==> config.mk <==
export PLATFORM = sky130hd
export DESIGN_NAME = nor_cmd_decoder
export DESIGN_NICKNAME = d
export VERILOG_FILES = /design/src/rtl/nor_cmd_pkg.sv /design/src/rtl/nor_seq_fsm.sv /design/src/rtl/nor_issue.sv /design/src/rtl/nor_id_read.sv /design/src/rtl/nor_cmd_decoder.sv
export SDC_FILE = /design/constraint.sdc
export NUM_CORES = 1
export LEC_CHECK = 0
export ABC_AREA = 1
export CAP_MARGIN = 20
export CORE_UTILIZATION = 45
export CTS_CLUSTER_SIZE = 10
export DETAILED_ROUTE_END_ITERATION = 8
export PLACE_DENSITY = 0.95
export SKIP_LAST_GASP = 1
export SLEW_MARGIN = 20
export SYNTH_ARGS = -nofsm -noshare
export SYNTH_HDL_FRONTEND = slang
export SYNTH_SLANG_ARGS = --single-unit
==> constraint.sdc <==
create_clock -name clk -period 4.3 [get_ports clk]
set_clock_uncertainty 0.05 [all_clocks]
set_input_delay 0.645 -clock clk [delete_from_list [all_inputs] [get_ports clk]]
set_output_delay 0.645 -clock clk [all_outputs]
set_load 0.01 [all_outputs]
==> src/rtl/nor_cmd_pkg.sv <==
package nor_cmd_pkg;

    localparam int KEY_W = 15;
    localparam logic [KEY_W-1:0] KEY_ADDR_A = 15'h5555;
    localparam logic [KEY_W-1:0] KEY_ADDR_B = 15'h2AAA;

    localparam logic [7:0] KEY_BYTE_A = 8'hAA;
    localparam logic [7:0] KEY_BYTE_B = 8'h55;
    localparam logic [7:0] CMD_PROG   = 8'hA0;
    localparam logic [7:0] CMD_ERASE  = 8'h80;
    localparam logic [7:0] CMD_SECT   = 8'h30;
    localparam logic [7:0] CMD_CHIP   = 8'h10;
    localparam logic [7:0] CMD_ID_IN  = 8'h90;
    localparam logic [7:0] CMD_ID_OUT = 8'hF0;
    localparam logic [7:0] MFR_CODE   = 8'hBF;
    localparam logic [7:0] BLANK_BYTE = 8'hFF;

    typedef enum logic [1:0] {
        OP_IDLE = 2'd0,
        OP_PROG = 2'd1,
        OP_SECT = 2'd2,
        OP_CHIP = 2'd3
    } op_e;

    typedef enum logic [2:0] {
        ST_READ,
        ST_KEY1,
        ST_KEY2,
        ST_PDATA,
        ST_ERS1,
        ST_ERS2,
        ST_ERS3
    } seq_e;

    typedef struct packed {
        logic fire;
        op_e  op;
        logic id_set;
        logic id_clr;
    } seq_act_t;

    function automatic logic key_hit(input logic [KEY_W-1:0] a,
                                     input logic [KEY_W-1:0] k);
        return a == k;
    endfunction

endpackage

==> src/rtl/nor_seq_fsm.sv <==
module nor_seq_fsm
    import nor_cmd_pkg::*;
(
    input  logic             clk,
    input  logic             rst,
    input  logic             wr_en,
    input  logic             busy,
    input  logic [KEY_W-1:0] key_addr,
    input  logic [7:0]       wr_data,
    output seq_act_t         act,
    output logic             id_mode
);

    seq_e st_q, st_d;
    logic id_q;
    logic accept;
    logic at_a, at_b;

    assign accept = wr_en && !busy;
    assign at_a   = key_hit(key_addr, KEY_ADDR_A);
    assign at_b   = key_hit(key_addr, KEY_ADDR_B);

    always_comb begin
        st_d = st_q;
        act  = '0;
        if (accept) begin
            st_d = ST_READ;
            unique case (st_q)
                ST_READ:  if (at_a && wr_data == KEY_BYTE_A) st_d = ST_KEY1;
                ST_KEY1:  if (at_b && wr_data == KEY_BYTE_B) st_d = ST_KEY2;
                ST_KEY2: begin
                    if (at_a) begin
                        if (wr_data == CMD_PROG)       st_d = ST_PDATA;
                        else if (wr_data == CMD_ERASE) st_d = ST_ERS1;
                        else if (wr_data == CMD_ID_IN) act.id_set = 1'b1;
                    end
                end
                ST_PDATA: begin
                    act.fire = 1'b1;
                    act.op   = OP_PROG;
                end
                ST_ERS1:  if (at_a && wr_data == KEY_BYTE_A) st_d = ST_ERS2;
                ST_ERS2:  if (at_b && wr_data == KEY_BYTE_B) st_d = ST_ERS3;
                ST_ERS3: begin
                    if (wr_data == CMD_SECT) begin
                        act.fire = 1'b1;
                        act.op   = OP_SECT;
                    end else if (at_a && wr_data == CMD_CHIP) begin
                        act.fire = 1'b1;
                        act.op   = OP_CHIP;
                    end
                end
                default: st_d = ST_READ;
            endcase
            if (st_q != ST_PDATA && wr_data == CMD_ID_OUT)
                act.id_clr = 1'b1;
        end
    end

    always_ff @(posedge clk) begin
        if (rst) begin
            st_q <= ST_READ;
            id_q <= 1'b0;
        end else begin
            st_q <= st_d;
            if (act.id_clr)      id_q <= 1'b0;
            else if (act.id_set) id_q <= 1'b1;
        end
    end

    assign id_mode = id_q;

endmodule

==> src/rtl/nor_issue.sv <==
module nor_issue
    import nor_cmd_pkg::*;
#(
    parameter int ADDR_W = 17
) (
    input  logic              clk,
    input  logic              rst,
    input  seq_act_t          act,
    input  logic [ADDR_W-1:0] wr_addr,
    input  logic [7:0]        wr_data,
    output logic              start,
    output op_e               start_op,
    output logic [ADDR_W-1:0] start_addr,
    output logic [7:0]        start_data
);

    always_ff @(posedge clk) begin
        if (rst) begin
            start    <= 1'b0;
            start_op <= OP_IDLE;
        end else begin
            start    <= act.fire;
            start_op <= act.fire ? act.op : OP_IDLE;
        end
    end

    always_ff @(posedge clk) begin
        if (rst) begin
            start_addr <= '0;
            start_data <= '0;
        end else if (act.fire) begin
            start_addr <= wr_addr;
            start_data <= wr_data;
        end
    end

endmodule

==> src/rtl/nor_id_read.sv <==
module nor_id_read
    import nor_cmd_pkg::*;
#(
    parameter int         ADDR_W   = 17,
    parameter logic [7:0] DEV_CODE = 8'hB5
) (
    input  logic              id_mode,
    input  logic [ADDR_W-1:0] rd_addr,
    output logic [7:0]        id_data
);

    always_comb begin
        id_data = BLANK_BYTE;
        if (id_mode) begin
            if (rd_addr == ADDR_W'(0))      id_data = MFR_CODE;
            else if (rd_addr == ADDR_W'(1)) id_data = DEV_CODE;
        end
    end

endmodule

==> src/rtl/nor_cmd_decoder.sv <==
module nor_cmd_decoder
    import nor_cmd_pkg::*;
#(
    parameter int         ADDR_W     = 17,
    parameter int         SECT_SHIFT = 12,
    parameter logic [7:0] DEV_CODE   = 8'hB5,
    localparam int        SECT_W     = ADDR_W - SECT_SHIFT
) (
    input  logic              clk,
    input  logic              rst,
    input  logic              wr_en,
    input  logic [ADDR_W-1:0] wr_addr,
    input  logic [7:0]        wr_data,
    input  logic              busy,
    input  logic [ADDR_W-1:0] rd_addr,
    output logic              start,
    output logic [1:0]        start_op,
    output logic [ADDR_W-1:0] start_addr,
    output logic [7:0]        start_data,
    output logic [SECT_W-1:0] sector,
    output logic              id_mode,
    output logic [7:0]        id_data
);

    seq_act_t act;
    op_e      op_q;

    nor_seq_fsm u_fsm (
        .clk      (clk),
        .rst      (rst),
        .wr_en    (wr_en),
        .busy     (busy),
        .key_addr (wr_addr[KEY_W-1:0]),
        .wr_data  (wr_data),
        .act      (act),
        .id_mode  (id_mode)
    );

    nor_issue #(.ADDR_W(ADDR_W)) u_issue (
        .clk        (clk),
        .rst        (rst),
        .act        (act),
        .wr_addr    (wr_addr),
        .wr_data    (wr_data),
        .start      (start),
        .start_op   (op_q),
        .start_addr (start_addr),
        .start_data (start_data)
    );

    nor_id_read #(.ADDR_W(ADDR_W), .DEV_CODE(DEV_CODE)) u_id (
        .id_mode (id_mode),
        .rd_addr (rd_addr),
        .id_data (id_data)
    );

    assign start_op = op_q;
    assign sector   = start_addr[ADDR_W-1:SECT_SHIFT];

endmodule

==> results_dict.tcl <==
set metrics [dict create \
    status "finished with violations" \
    syn_area_mm2 0.00192 \
    finalSetupViolations 0 \
    worstPathRequired_ns 3.61 \
    final-hold-violation-count 0 \
    design.portCount 88 \
    route.met3.wl_um 472 \
    detail-route-antenna-nets 0 \
    area_growth_pct 42.7 \
    worst-setup-path-type "in -> out" \
    gp_congestion 0.995 \
    synth_top_area_cell "dfxtp_1" \
    slew_headroom_pct 39.5 \
    grt-ovfl-total 0 \
    cp-end-kind "output pin" \
    layout.cells.non_filler 428 \
    hpwl_um 3780 \
    synthFlopType "dfxtp_1" \
    min_period_ns 2.82 \
    synth.avg_cell_area_um2 6.21 \
    die_w_um 67.3 \
    cts-root-buf "clkbuf_8" \
    cts_resized 0 \
    crit_arrival_ns 2.13 \
    viasPerCell 5.30 \
    synth-simple-area-share_pct 44.1 \
    synthXorXnorAreaFrac_pct 0 \
    synthMuxAreaShare_pct 0 \
    worst_pin_slew_ns 0.906 \
    grt_pass1_vias 2055 \
    dr_wl_met2_um 2450 \
    synth_compound_area_share_pct 7.56 \
    first_pass_iters 9 \
    coreArea_mm2 0.00406 \
    fmax_ghz 0.354 \
    cts_tree "built" \
    io_buffers 82 \
    grt_usage_pct 24.4 \
    dp.cells 421 \
    antenna_found_initial 0 \
    period_share_pct 65.7 \
    dieArea_mm2 0.00453 \
    yosys_warnings 0 \
    rsz0062_at_grt "false" \
    synthAdderAreaFrac_pct 0 \
    synth-edff-count 0 \
    wirelength_um 5190 \
    hold_path_class "reg -> reg" \
    netlist_top_cells_count "61 x nand2_1, 50 x nor2_1, 45 x nand3_1" \
    power_density_mw_per_mm2 220 \
    holdBufCountCts 0 \
    fin_tns_setup_ns 0 \
    ir_worst_vdd_v 0.000112 \
    rows 23 \
    clockBufferDepth 2 \
    post_cts_buffers 0 \
    routedWlPerCell_um 12.1 \
    final_net_count 424 \
    maxCapViolCount 0 \
    grt_pass1_wl_um 8380 \
    drt_iter0_markers 168 \
    clock_latency_ns 0.28 \
    top_layer_used "met4" \
    leakagePower_nw 1.12 \
    die_height_um 67.3 \
    ys_top_cells_by_area "dfxtp_1 33%, nand2_1 12%, nand3_1 12%" \
    drcViolationCount 1 \
    cts.sinks 32 \
    synth.most_common_cell "nand2_1" \
    synth_top_family_by_area "simple AND/OR/NAND/NOR gates" \
    grt_max_degree 55 \
    yosysSeqAreaShare_pct 33.4 \
    slew_violations 0 \
    drive_gt1_share_pct 3.70 \
    antenna_cells 0 \
    async_flop_share_pct 0 \
    drt-met1-wl_um 2130 \
    total_power_mw 0.603 \
    htree_levels 2 \
    clkTransAtPathRegs_ns 0.06 \
    synth_cells 309 \
    crit_path_start_kind "input pin" \
    start_util_pct 47.3 \
    cts_buffers 5 \
    routed-via-count 2267 \
    violations "DRC" \
    synth_top_area_share_pct 33.4 \
    crit_fanout 2 \
    post_synth_num_cell_types 21 \
    ys_ff_latch 32 \
    post-route-util_pct 67.5 \
]
[critical path, cell delays in order]
cell             delay, ns
clkdlybuf4s50_1       0.41
nor4_1                0.25
and2_1                0.19
nand4_1               0.13
clkdlybuf4s50_1       0.51
[power by group]
part | switching [mW] | internal, mW
Sequential | 0.00000000122 | 0.296
Clock | 0.104 | 0.110
Combinational | 0.0468 | 0.0457
Total | 0.151 | 0.452
[path summary, 6_finish.rpt]
check        depth (start not counted)  slack [ns]                                 end                          startpoint
min                                  2        0.42  u_issue.start_data[7]$_SDFFE_PP0P_  u_issue.start_data[7]$_SDFFE_PP0P_
max                                  5        1.48                          id_data[3]                         rd_addr[12]
max reg2reg                          7        2.10  u_issue.start_addr[7]$_SDFFE_PP0P_          u_fsm.st_q[0]$_SDFFE_PP0P_
min reg2reg                          2        0.42  u_issue.start_data[7]$_SDFFE_PP0P_  u_issue.start_data[7]$_SDFFE_PP0P_
[layout make-up]
class / instances / area (µm²)
Fill cell: 342 / 1320
Timing Repair Buffer: 82 / 821
Clock buffer: 6 / 72.6
Tap cell: 50 / 62.6
Sequential cell: 32 / 641
Clock inverter: 1 / 5.00
Multi-Input combinational cell: 223 / 1010
Inverter: 34 / 128
[layer usage]
metal	global-route usage [%]	up-vias
met5	0	-
met2	41.3	139
met4	12.0	0
li1	-	1125
met3	6.93	18
met1	28.0	985
[kinds of logic after synthesis]
group | Yosys count
flip-flops | 32
other | 1
AO/OA/AOI/OAI | 29
buffers and inverters | 58
AND/OR/NAND/NOR | 189
[stage by stage]
stage	setup WS (ns)	hold WS, ns	instance area (µm²)
after CTS	1.44	0.420	2740
after global routing	1.33	0.459	2740
after global placement	1.43	0.411	2660
final	1.48	0.420	2740
after floorplan	2.20	0.429	1930
after detailed placement	1.32	0.411	2660
[cells in the final DEF (no fill, tap or decap)]
cell type | netlist | routed
conb_1 | 1 | 5
nor3_1 | 10 | 10
nand3_1 | 45 | 45
or2_2 | 1 | 1
and3b_1 | 1 | 1
nor4_1 | 5 | 5
clkdlybuf4s50_1 | 0 | 82
inv_1 | 30 | 30
dfxtp_1 | 32 | 32
clkinv_2 | 0 | 1
nand3_2 | 2 | 2
and2_1 | 2 | 2
clkbuf_8 | 0 | 5
nand2_1 | 61 | 61
nor2_2 | 1 | 1
inv_2 | 4 | 4
nor2_1 | 50 | 50
nand4_1 | 11 | 11
clkbuf_1 | 4 | 1
a21oi_1 | 29 | 29
[flip-flops by register name, summed over array words and instances (netlist names)]
register,flops
u_issue.start_addr,17
u_issue.start_data,8
u_issue.start,1
u_fsm.id_mode,1
u_issue.start_op,2
u_fsm.st_q,3
No activity file was read; power rests on OpenSTA's default activity.
